## src/rtl/bmu_pkg.sv

```systemverilog
package bmu_pkg;
  localparam int DW   = 36;
  localparam int SW   = 7;
  localparam int FW   = 6;
  localparam int SRCW = 32;
  localparam int EW   = 6;
  localparam int MAXF = 32;

  typedef enum logic [2:0] {
    OP_ASH  = 3'd0,
    OP_LSH  = 3'd1,
    OP_EXP  = 3'd2,
    OP_NORM = 3'd3,
    OP_EXTR = 3'd4,
    OP_INS  = 3'd5
  } bmu_op_e;

  // Barrel shift; positive amount = left, negative = right.
  function automatic logic [DW-1:0] shift_fn(input logic [DW-1:0] d,
                                             input logic signed [SW-1:0] amt,
                                             input logic arith);
    logic signed [SW:0] a8;
    logic [SW:0] mag;
    logic fill;
    a8   = SW'(amt) == '0 ? '0 : (SW+1)'(amt);
    a8   = {amt[SW-1], amt};
    mag  = a8[SW] ? (SW+1)'(-a8) : (SW+1)'(a8);
    fill = arith & d[DW-1];
    if (!a8[SW]) begin
      shift_fn = (mag >= (SW+1)'(DW)) ? '0 : d << mag;
    end else if (mag >= (SW+1)'(DW)) begin
      shift_fn = {DW{fill}};
    end else if (arith) begin
      shift_fn = DW'($signed(d) >>> mag);
    end else begin
      shift_fn = d >> mag;
    end
  endfunction

  // Number of bits below the MSB that match it before the first change.
  function automatic logic [EW-1:0] lead_sign_fn(input logic [DW-1:0] d);
    logic run;
    logic [EW-1:0] n;
    run = 1'b1;
    n   = '0;
    for (int i = DW-2; i >= 0; i--) begin
      if (run && (d[i] == d[DW-1])) n = n + 1'b1;
      else run = 1'b0;
    end
    return n;
  endfunction

  function automatic logic [FW-1:0] clamp_width_fn(input logic [FW-1:0] w);
    return (w > FW'(MAXF)) ? FW'(MAXF) : w;
  endfunction

  // Field mask truncated at the top of the operand.
  function automatic logic [DW-1:0] field_mask_fn(input logic [FW-1:0] w,
                                                  input logic [FW-1:0] off);
    logic [2*DW-1:0] m;
    m = ((2*DW)'(1) << clamp_width_fn(w)) - (2*DW)'(1);
    m = m << off;
    return m[DW-1:0];
  endfunction
endpackage

```

## src/rtl/bmu_shifter.sv

```systemverilog
module bmu_shifter
  import bmu_pkg::*;
#(
  parameter int W  = DW,
  parameter int AW = SW
) (
  input  logic                 clk,
  input  logic                 rst_n,
  input  logic                 en,
  input  logic                 arith,
  input  logic [W-1:0]         a,
  input  logic signed [AW-1:0] amt,
  output logic [W-1:0]         res
);
  assign res = shift_fn(a, amt, arith);

  // a right shift with sign fill never changes the sign bit
  a_r1_sign_kept: assert property (@(posedge clk) disable iff (!rst_n)
    (en && arith && amt[AW-1]) |-> (res[W-1] == a[W-1]));

  // a zero-filling right shift by 36 or more leaves nothing
  a_r2_zero_fill: assert property (@(posedge clk) disable iff (!rst_n)
    (en && !arith && amt[AW-1] && ($signed(amt) <= -$signed(AW'(W)))) |-> (res == '0));
endmodule

```

## src/rtl/bmu_expdet.sv

```systemverilog
module bmu_expdet
  import bmu_pkg::*;
#(
  parameter int W = DW,
  parameter int E = EW
) (
  input  logic         clk,
  input  logic         rst_n,
  input  logic         en,
  input  logic [W-1:0] a,
  output logic [E-1:0] cnt,
  output logic [W-1:0] norm
);
  logic degenerate;

  assign cnt        = lead_sign_fn(a);
  assign degenerate = (cnt == E'(W-1));
  assign norm       = degenerate ? a : (a << cnt);

  // normalised value has differing top bits unless degenerate
  a_r5_norm_top: assert property (@(posedge clk) disable iff (!rst_n)
    (en && !degenerate) |-> (norm[W-1] != norm[W-2]));

  // exponent never exceeds 35
  a_r4_cnt_range: assert property (@(posedge clk) disable iff (!rst_n)
    en |-> (cnt <= E'(W-1)));

  // normalisation preserves the sign
  a_r5_sign_same: assert property (@(posedge clk) disable iff (!rst_n)
    en |-> (norm[W-1] == a[W-1]));
endmodule

```

## src/rtl/bmu_field.sv

```systemverilog
module bmu_field
  import bmu_pkg::*;
#(
  parameter int W  = DW,
  parameter int F  = FW,
  parameter int SR = SRCW
) (
  input  logic          clk,
  input  logic          rst_n,
  input  logic          en_ext,
  input  logic          en_ins,
  input  logic [W-1:0]  a,
  input  logic [SR-1:0] src,
  input  logic [F-1:0]  width,
  input  logic [F-1:0]  off,
  output logic [W-1:0]  ext,
  output logic [W-1:0]  ins
);
  logic [2*W-1:0] wide_a;
  logic [2*W-1:0] wide_s;
  logic [W-1:0]   low_mask;
  logic [W-1:0]   pos_mask;
  logic [F-1:0]   w_eff;

  assign w_eff    = clamp_width_fn(width);
  assign low_mask = field_mask_fn(width, '0);
  assign pos_mask = field_mask_fn(width, off);
  assign wide_a   = {{W{1'b0}}, a} >> off;
  assign wide_s   = (2*W)'(src) << off;
  assign ext      = wide_a[W-1:0] & low_mask;
  assign ins      = (a & ~pos_mask) | (wide_s[W-1:0] & pos_mask);

  // extracted value is confined to the field width
  a_r6_ext_width: assert property (@(posedge clk) disable iff (!rst_n)
    en_ext |-> ((ext >> w_eff) == '0));

  // insertion leaves bits outside the field untouched
  a_r7_ins_keep: assert property (@(posedge clk) disable iff (!rst_n)
    en_ins |-> (((ins ^ a) & ~pos_mask) == '0));
endmodule

```

## src/rtl/bmu_top.sv

```systemverilog
module bmu_top
  import bmu_pkg::*;
#(
  parameter int W  = DW,
  parameter int A  = SW,
  parameter int F  = FW,
  parameter int SR = SRCW,
  parameter int E  = EW
) (
  input  logic                clk,
  input  logic                rst_n,
  input  logic                in_valid,
  output logic                in_ready,
  input  logic [2:0]          in_op,
  input  logic [W-1:0]        in_data,
  input  logic signed [A-1:0] in_shamt,
  input  logic [F-1:0]        in_fwidth,
  input  logic [F-1:0]        in_foff,
  input  logic [SR-1:0]       in_fsrc,
  output logic                out_valid,
  input  logic                out_ready,
  output logic [W-1:0]        out_data,
  output logic [E-1:0]        out_exp,
  output logic                out_zero,
  output logic                out_neg
);
  logic          accept;
  logic [W-1:0]  sh_res;
  logic [W-1:0]  norm_res;
  logic [E-1:0]  exp_cnt;
  logic [W-1:0]  ext_res;
  logic [W-1:0]  ins_res;
  logic [W-1:0]  nxt_data;
  logic [E-1:0]  nxt_exp;
  logic          is_shift;
  logic          is_exp;

  assign in_ready = !out_valid || out_ready;
  assign accept   = in_valid && in_ready;
  assign is_shift = (in_op == OP_ASH) || (in_op == OP_LSH);
  assign is_exp   = (in_op == OP_EXP) || (in_op == OP_NORM);

  bmu_shifter #(.W(W), .AW(A)) u_shift (
    .clk(clk), .rst_n(rst_n), .en(accept && is_shift),
    .arith(in_op == OP_ASH), .a(in_data), .amt(in_shamt), .res(sh_res)
  );

  bmu_expdet #(.W(W), .E(E)) u_exp (
    .clk(clk), .rst_n(rst_n), .en(accept && is_exp),
    .a(in_data), .cnt(exp_cnt), .norm(norm_res)
  );

  bmu_field #(.W(W), .F(F), .SR(SR)) u_field (
    .clk(clk), .rst_n(rst_n),
    .en_ext(accept && (in_op == OP_EXTR)), .en_ins(accept && (in_op == OP_INS)),
    .a(in_data), .src(in_fsrc), .width(in_fwidth), .off(in_foff),
    .ext(ext_res), .ins(ins_res)
  );

  always_comb begin
    nxt_exp = '0;
    case (in_op)
      OP_ASH, OP_LSH: nxt_data = sh_res;
      OP_EXP:  begin nxt_data = in_data;  nxt_exp = exp_cnt; end
      OP_NORM: begin nxt_data = norm_res; nxt_exp = exp_cnt; end
      OP_EXTR: nxt_data = ext_res;
      OP_INS:  nxt_data = ins_res;
      default: nxt_data = in_data;
    endcase
  end

  always_ff @(posedge clk or negedge rst_n) begin
    if (!rst_n) begin
      out_valid <= 1'b0;
      out_data  <= '0;
      out_exp   <= '0;
      out_zero  <= 1'b0;
      out_neg   <= 1'b0;
    end else if (in_ready) begin
      out_valid <= in_valid;
      if (in_valid) begin
        out_data <= nxt_data;
        out_exp  <= nxt_exp;
        out_zero <= (nxt_data == '0);
        out_neg  <= nxt_data[W-1];
      end
    end
  end

  // result appears one clock after acceptance
  a_r10_latency: assert property (@(posedge clk) disable iff (!rst_n)
    accept |=> out_valid);

  // stalled output holds its value
  a_r11_hold: assert property (@(posedge clk) disable iff (!rst_n)
    (out_valid && !out_ready) |=> (out_valid && $stable(out_data) && $stable(out_exp)));

  // flags agree with the registered result
  a_r9_flags: assert property (@(posedge clk) disable iff (!rst_n)
    out_valid |-> ((out_zero == (out_data == '0)) && (out_neg == out_data[W-1])));
endmodule

```

## config.mk

```make
export PLATFORM = sky130hd
export DESIGN_NAME = bmu_top
export DESIGN_NICKNAME = d
export VERILOG_FILES = /design/src/rtl/bmu_pkg.sv /design/src/rtl/bmu_shifter.sv /design/src/rtl/bmu_expdet.sv /design/src/rtl/bmu_field.sv /design/src/rtl/bmu_top.sv
export SDC_FILE = /design/constraint.sdc
export NUM_CORES = 1
export LEC_CHECK = 0
export BUFFER_PORTS_ARGS = -buffer_cell sky130_fd_sc_hd__buf_4
export CORE_MARGIN = 1.5
export CORE_UTILIZATION = 37
export CTS_BUF_LIST = sky130_fd_sc_hd__clkbuf_4
export DETAILED_ROUTE_END_ITERATION = 16
export HOLD_SLACK_MARGIN = 0.12
export PLACE_DENSITY = 0.55
export REMOVE_ABC_BUFFERS = 1
export SLEW_MARGIN = 20
export SYNTH_ARGS = -nofsm -noshare
export SYNTH_HDL_FRONTEND = slang
export SYNTH_SLANG_ARGS = --single-unit
```

## constraint.sdc

```tcl
create_clock -name clk -period 2.94 [get_ports clk]
set_input_delay 0.588 -clock clk [delete_from_list [all_inputs] [get_ports clk]]
set_output_delay 0.588 -clock clk [all_outputs]
set_load 0.01 [all_outputs]
```

## After elaboration in Yosys (flattened, before gate mapping)

Index checks and enable logic that the tools add are counted.

| word-level totals | value |
|---|---|
| register bits | 45 |
| input port bits | 94 |
| output and inout port bits | 46 |
| word-level logic and storage cells | 217 |

| cells by class | value |
|---|---|
| add/subtract/negate cells | 36 |
| magnitude comparators | 2 |
| equality and inequality tests | 41 |
| shift operators | 8 |
| muxes and demuxes | 78 |
| bitwise operators | 6 |
| reductions and logical operators | 41 |

Operator list:

| cell | count |
|---|---|
| $mux 6 | 36 |
| $add 6x1->6 const B | 33 |
| $mux 36 | 5 |
| $pmux 36 s4 | 1 |
| $and 36x36->36 | 3 |
| $shl 1x6->72 const A | 1 |
| $shl 72x6->36 | 1 |
| $sub 72x2->72 const B | 1 |
| $logic_not 36->1 | 1 |
| $not 36->36 | 1 |
| $or 36x36->36 | 1 |
| $shl 32x6->36 | 1 |
| $shl 36x6->36 | 1 |
| $shl 36x8->36 | 1 |
| $shr 36x6->36 | 1 |
| $shr 36x8->36 | 1 |
| $sshr 36x8->36 | 1 |
| $eq 1x1->1 | 35 |
| $mux 1 | 35 |
| $logic_and 1x1->1 | 34 |
| $ge 8x6->1 const B | 1 |
| $mux 8 | 1 |
| $neg 7->8 | 1 |
| $eq 3x2->1 const B | 2 |
| 11 further kinds | 13 |

## Depth between registers and ports, before layout

| depth | value |
|---|---|
| depth after elaboration | 74 |
| gate-level depth with buffers | 122 |
| gate-level depth less buffers | 115 |

## Hierarchy

From an unflattened synthesis, not the netlist that was laid out.

| second synthesis, totals | value |
|---|---|
| cells, all modules | 3405 |
| area, all modules | 24058.1 um^2 |

Modules (own cells, without submodules):

| module | instances | cells an instance | area an instance (um^2) | seq. area each (um^2) |
|---|---|---|---|---|
| bmu_expdet | 1 | 1180 | 8186.6 | 0.0 |
| bmu_field | 1 | 1062 | 7259.5 | 0.0 |
| bmu_shifter | 1 | 784 | 5328.9 | 0.0 |
| bmu_top | 1 | 379 | 3283.1 | 1101.1 |

## Worst setup path after synthesis

OpenSTA, ideal clock, no wires.

| timing path | value |
|---|---|
| path kind | input -> register |
| start | in in_data[35] |
| end | reg out_zero |
| library setup time | 0.104 ns |
| arrival | 22.834 ns |
| data required time | 2.836 ns |
| slack | -19.997 ns |
| cell stages on the path | 121 |
| buffers on the path | 8 |
| path through | buf_6 > buf_6 > buf_6 > buf_2 > clkbuf_1 > clkbuf_1 > nand3_1 > o21ai_0 > ha_1 > a21o_1 > and2_1 > ha_1 > a21o_1 > ha_1 > mux2i_1 > o21bai_1 > ha_1 > mux2_2 > [... 85 more ...] > ha_1 > mux2i_1 > nand2_1 > o21ai_1 > buf_2 > clkbuf_1 > nor2_1 > a21oi_1 > mux2i_1 > o21ai_0 > o21ai_0 > mux2_2 > nand3_1 > nand4_1 > nand4b_1 > nor4b_2 > o2111ai_1 > o41ai_2 |

| between the ends | value |
|---|---|
| cells in the longest elaborated chain, start to end | 74 |
| elaborated cells on any way between the ends | 189 |
| those cells by class | add/sub: 34; eq/ne: 36; shift: 5; mux: 75; bitwise: 4; reduce/logical: 35 |

RTL lines:

| item | RTL line | text |
|---|---|---|
| start: declaration | bmu_top.sv:15 | `input logic [W-1:0] in_data,` |
| $eq 1x1->1 | bmu_pkg.sv:47 | `if (run && (d[i] == d[DW-1])) n = n + 1'b1;` |
| $mux 1 | bmu_pkg.sv:47 |  |
| $add 1x1->2 or $logic_and 1x1->1 (tied branches) | bmu_pkg.sv:47 |  |
| $mux 6 or $mux 1 (tied branches) | bmu_pkg.sv:47 |  |
| $add 6x1->6 or $logic_and 1x1->1 (tied branches) | bmu_pkg.sv:47 |  |
| $mux 6 or $mux 1 (tied branches) | bmu_pkg.sv:47 |  |
| $add 6x1->6 or $logic_and 1x1->1 (tied branches) | bmu_pkg.sv:47 |  |
| $mux 6 or $mux 1 (tied branches) | bmu_pkg.sv:47 |  |
| [... 58 more ...] | -- |  |
| $add 6x1->6 or $logic_and 1x1->1 (tied branches) | bmu_pkg.sv:47 |  |
| $mux 6 or $mux 1 (tied branches) | bmu_pkg.sv:47 |  |
| $add 6x1->6 or $logic_and 1x1->1 (tied branches) | bmu_pkg.sv:47 |  |
| $mux 6 | bmu_pkg.sv:47 |  |
| $shl 36x6->36 or $eq 6x6->1 (tied branches) | bmu_expdet.sv:18, bmu_expdet.sv:17 |  |
| $mux 36 | bmu_expdet.sv:18 | `assign norm = degenerate ? a : (a << cnt);` |
| $pmux 36 s4 (*) | bmu_top.sv:62 | `case (in_op)` |
| $logic_not 36->1 (*) | bmu_top.sv:84 | `out_zero <= (nxt_data == '0);` |
| end signal: assignment | bmu_top.sv:84 |  |
| end: declaration | bmu_top.sv:24 | `output logic out_zero,` |

Every way passes the cells marked *; elsewhere a longest branch is shown, timed or not.
A chain may end at the register's enable or synchronous reset.

## Worst setup path after layout

| timing path | value |
|---|---|
| start | in in_data[34] |
| end | reg out_zero |

Same word-level chain as after synthesis.

==> flow_summary.json <==
{
  "status": "complete, but fails checks",
  "violations": "negative setup slack",
  "p_seq_frac": 0.084,
  "use_met1": 0.565,
  "endpoint_kind": "flop",
  "switching_share": 0.490,
  "yosys.area.top_type": "mux2i_1",
  "stdcell_area_um2": 35700,
  "grt.busiest_layer": "met2",
  "ys_types": 103,
  "seq_area_frac_synth": 0.0512,
  "synth_commonest_cells": "nand2_1 (483), nor2_1 (347), o21ai_0 (336)",
  "synth-edff-count": 0,
  "layout_setup_ws_ns": -18.70,
  "drt-total-wl_um": 131000,
  "globalplace.congestion": 1.10,
  "use_met3": 0.0552,
  "fp.dieW_um": 244,
  "cp_common_cell": "ha_4",
  "power.share.clock": 0.045,
  "finalCritPeriodShare": 7.36,
  "internal_power_mw": 4.57,
  "synthesis.area_um2": 21500,
  "ctsLongestPathBuffers": 2,
  "grt_pass1_wl_um": 191000,
  "area_growth_pct": 66.2,
  "power_frac_comb": 0.870,
  "ys_warn_count": 0,
  "slew-limit-headroom": 0.357,
  "start_util": 0.373,
  "max_slew.worst_pin.slew_ns": 0.956,
  "wl_per_cell_um": 24.7,
  "synth.area.top_cells": "mux2i_1 (15%), nand2_1 (8.4%), o21ai_0 (7.8%)",
  "synth_flop_cell": "dfrtp_1",
  "critPathMaxFanout": 4,
  "cts_buffers": 5,
  "clkTransAtPathRegs_ns": 0.15,
  "cts_tree": "yes",
  "clockRootBuffer": "clkbuf_4",
  "finalSetupViolCount": 43,
  "max_cap_viol_count": 0,
  "grt_max_degree": 54,
  "hold_viol": 0,
  "rsz0062_at_grt": "true",
  "critPathKind": "input port to flop",
  "gr-usage-met2": 0.653,
  "coreArea_um2": 57600,
  "syn_inst": 3277,
  "max_freq_mhz": 46.2,
  "synth_top_cell_area_share": 0.146,
  "drive_gt1_frac": 0.440,
  "leakagePower_nw": 16.4,
  "cts.sinks": 44,
  "cp.required_ns": 3.24,
  "first_pass_iters": 6,
  "antenna_found_initial": 6,
  "fin_crit_ns": 21.64,
  "drt_iter0_drc": 3911,
  "cp.arrival_ns": 21.94,
  "hold_buffers": 0,
  "fp.dieH_um": 244,
  "placed_cell_area_um2": 32300,
  "viasPerCell": 6.16,
  "slowest_stage": "nor4b_4",
  "ios": 140,
  "ys_seq_elements": 44,
  "routed-via-count": 32670,
  "start_kind": "input port",
  "nets": 4662,
  "overflow": 0,
  "worstHoldPathType": "input port to asynchronous set/reset pin",
  "yosysMostFrequentCell": "nand2_1",
  "slew_violations": 0,
  "htree_num_levels": 2,
  "critical_path.max_stage_delay_ns": 0.38,
  "port_buffers": 139,
  "dp_slack_ns": -20.33,
  "synthArstFlopShare": 1.00,
  "drc": 0,
  "track_usage": 0.413,
  "worstSkewPairLatency_ns": 0.38,
  "p_switching_mw": 4.39,
  "p_per_area_nw_per_um2": 251,
  "die_area_um2": 59500,
  "grt_pass1_vias": 31005,
  "skew_ns": 0.0204,
  "postRouteAntennaNets": 0,
  "hpwlAfterDp_um": 103000,
  "rows": 88,
  "peakVddDrop_uv": 247,
  "synth_area_per_cell_um2": 6.56
}
==> power groups by stage <==
stage,clock [mW],combinational (mW),sequential [mW]
6_report,0.406,7.80,0.757
5_1_grt,0.435,8.15,0.766
4_1_cts,0.415,7.18,0.755
3_5_place_dp,0,6.62,0.767
3_3_place_gp,0,6.56,0.760
2_1_floorplan,0,2.70,0.801
==> stage by stage <==
stage,hold WS (ns),TNS [ns],instances,power [mW],utilization
6_report,0.175,-753.04,5304,8.96,0.620
3_5_place_dp,0.464,-820.24,5155,7.39,0.560
5_1_grt,0.197,-784.36,5301,9.36,0.620
2_1_floorplan,0.292,-821.58,2981,3.50,-
3_3_place_gp,0.458,-787.88,5155,7.32,0.560
4_1_cts,0.189,-737.25,5257,8.35,0.599
==> metal layers <==
metal | vias to the layer above | wire length (um)
met4 | 4 | 6750
met2 | 2023 | 57600
li1 | 14677 | -
met5 | - | 24
met1 | 15572 | 53800
met3 | 394 | 12700
==> state kept, by name, indices dropped and copies added, names as in the netlist <==
register,cells
out_valid,1
out_exp,6
out_zero,1
out_data,36
==> worst max-delay path, delay by kind of cell <==
| family | cells | cell delay [ns] |
|---|---|---|
| multiplexers | 18 | 3.96 |
| AND/OR/NAND/NOR | 24 | 3.11 |
| adder cells (fa/ha/maj) | 31 | 8.06 |
| AO/OA/AOI/OAI | 35 | 5.30 |
| buffers and inverters | 8 | 0.89 |
==> cell usage in the layout, fill, tap and decap left out, types with 18 or more instances in the layout <==
cell type,n
inv_1,58
buf_6,55
o21ai_1,29
o221ai_1,27
o21ai_0,280
a31oi_1,46
or2_2,18
mux2_2,45
buf_4,1447
a211oi_1,48
a21oi_1,212
or3_1,26
mux2i_4,26
dfrtp_1,44
buf_12,28
nand2_2,18
mux4_2,44
nand2b_1,46
nor2_1,322
a21oi_2,27
nand2_1,460
ha_4,20
nor2b_1,22
nand3_1,77
xor2_1,21
mux2i_1,270
mux2_4,20
o211ai_1,55
and2_1,24
a22oi_1,21
xnor2_1,39
nor3_1,68
and3_1,26
o22ai_1,38
o21ai_2,30
==> repair_timing <==
action                                  4_1_cts  5_1_grt
pin swaps                                   126       95
buffers inserted                             98       44
gates cloned                                  7        1
endpoints found under the setup margin       43       43
gates resized for setup                     328      177
==> cells by family (layout without fill, tap and decap cells) <==
kind of cell / after synthesis / count (layout) / share of synthesized area
adders and majority gates: 34 / 34 / 0.0198
and+or+nand+nor: 1257 / 1257 / 0.267
other: 0 / 4 / 0
AOI/OAI and AO/OA: 1056 / 1058 / 0.309
DFF: 44 / 44 / 0.0512
buffers and inverters: 363 / 1619 / 0.0669
muxes: 422 / 422 / 0.226
xor gates and xnor gates: 101 / 101 / 0.0597
==> cell type report <==
cell class	count	area [um2]
Clock inverter	3	46.3
Sequential cell	44	1100
Antenna cell	4	10.0
Inverter	67	269
Multi-Input combinational cell	2872	20900
Fill cell	5146	21900
Clock buffer	5	37.5
Tap cell	765	957
Timing Repair Buffer	1544	12400
==> final timing paths <==
check | slack (ns) | depth (start not counted) | to | startpoint
max | -18.70 | 116 | out_zero | in_data[34]
min | 0.17 | 1 | out_data[32] | rst_n
max reg2reg | -0.16 | 12 | out_zero | out_valid
min reg2reg | 0.50 | 2 | out_data[2] | out_data[2]
max in group asynchronous | 2.35 | 1 | out_data[5] | rst_n
min in group clk | 0.50 | 2 | out_data[2] | out_data[2]
No activity file was read; power rests on OpenSTA's default activity.
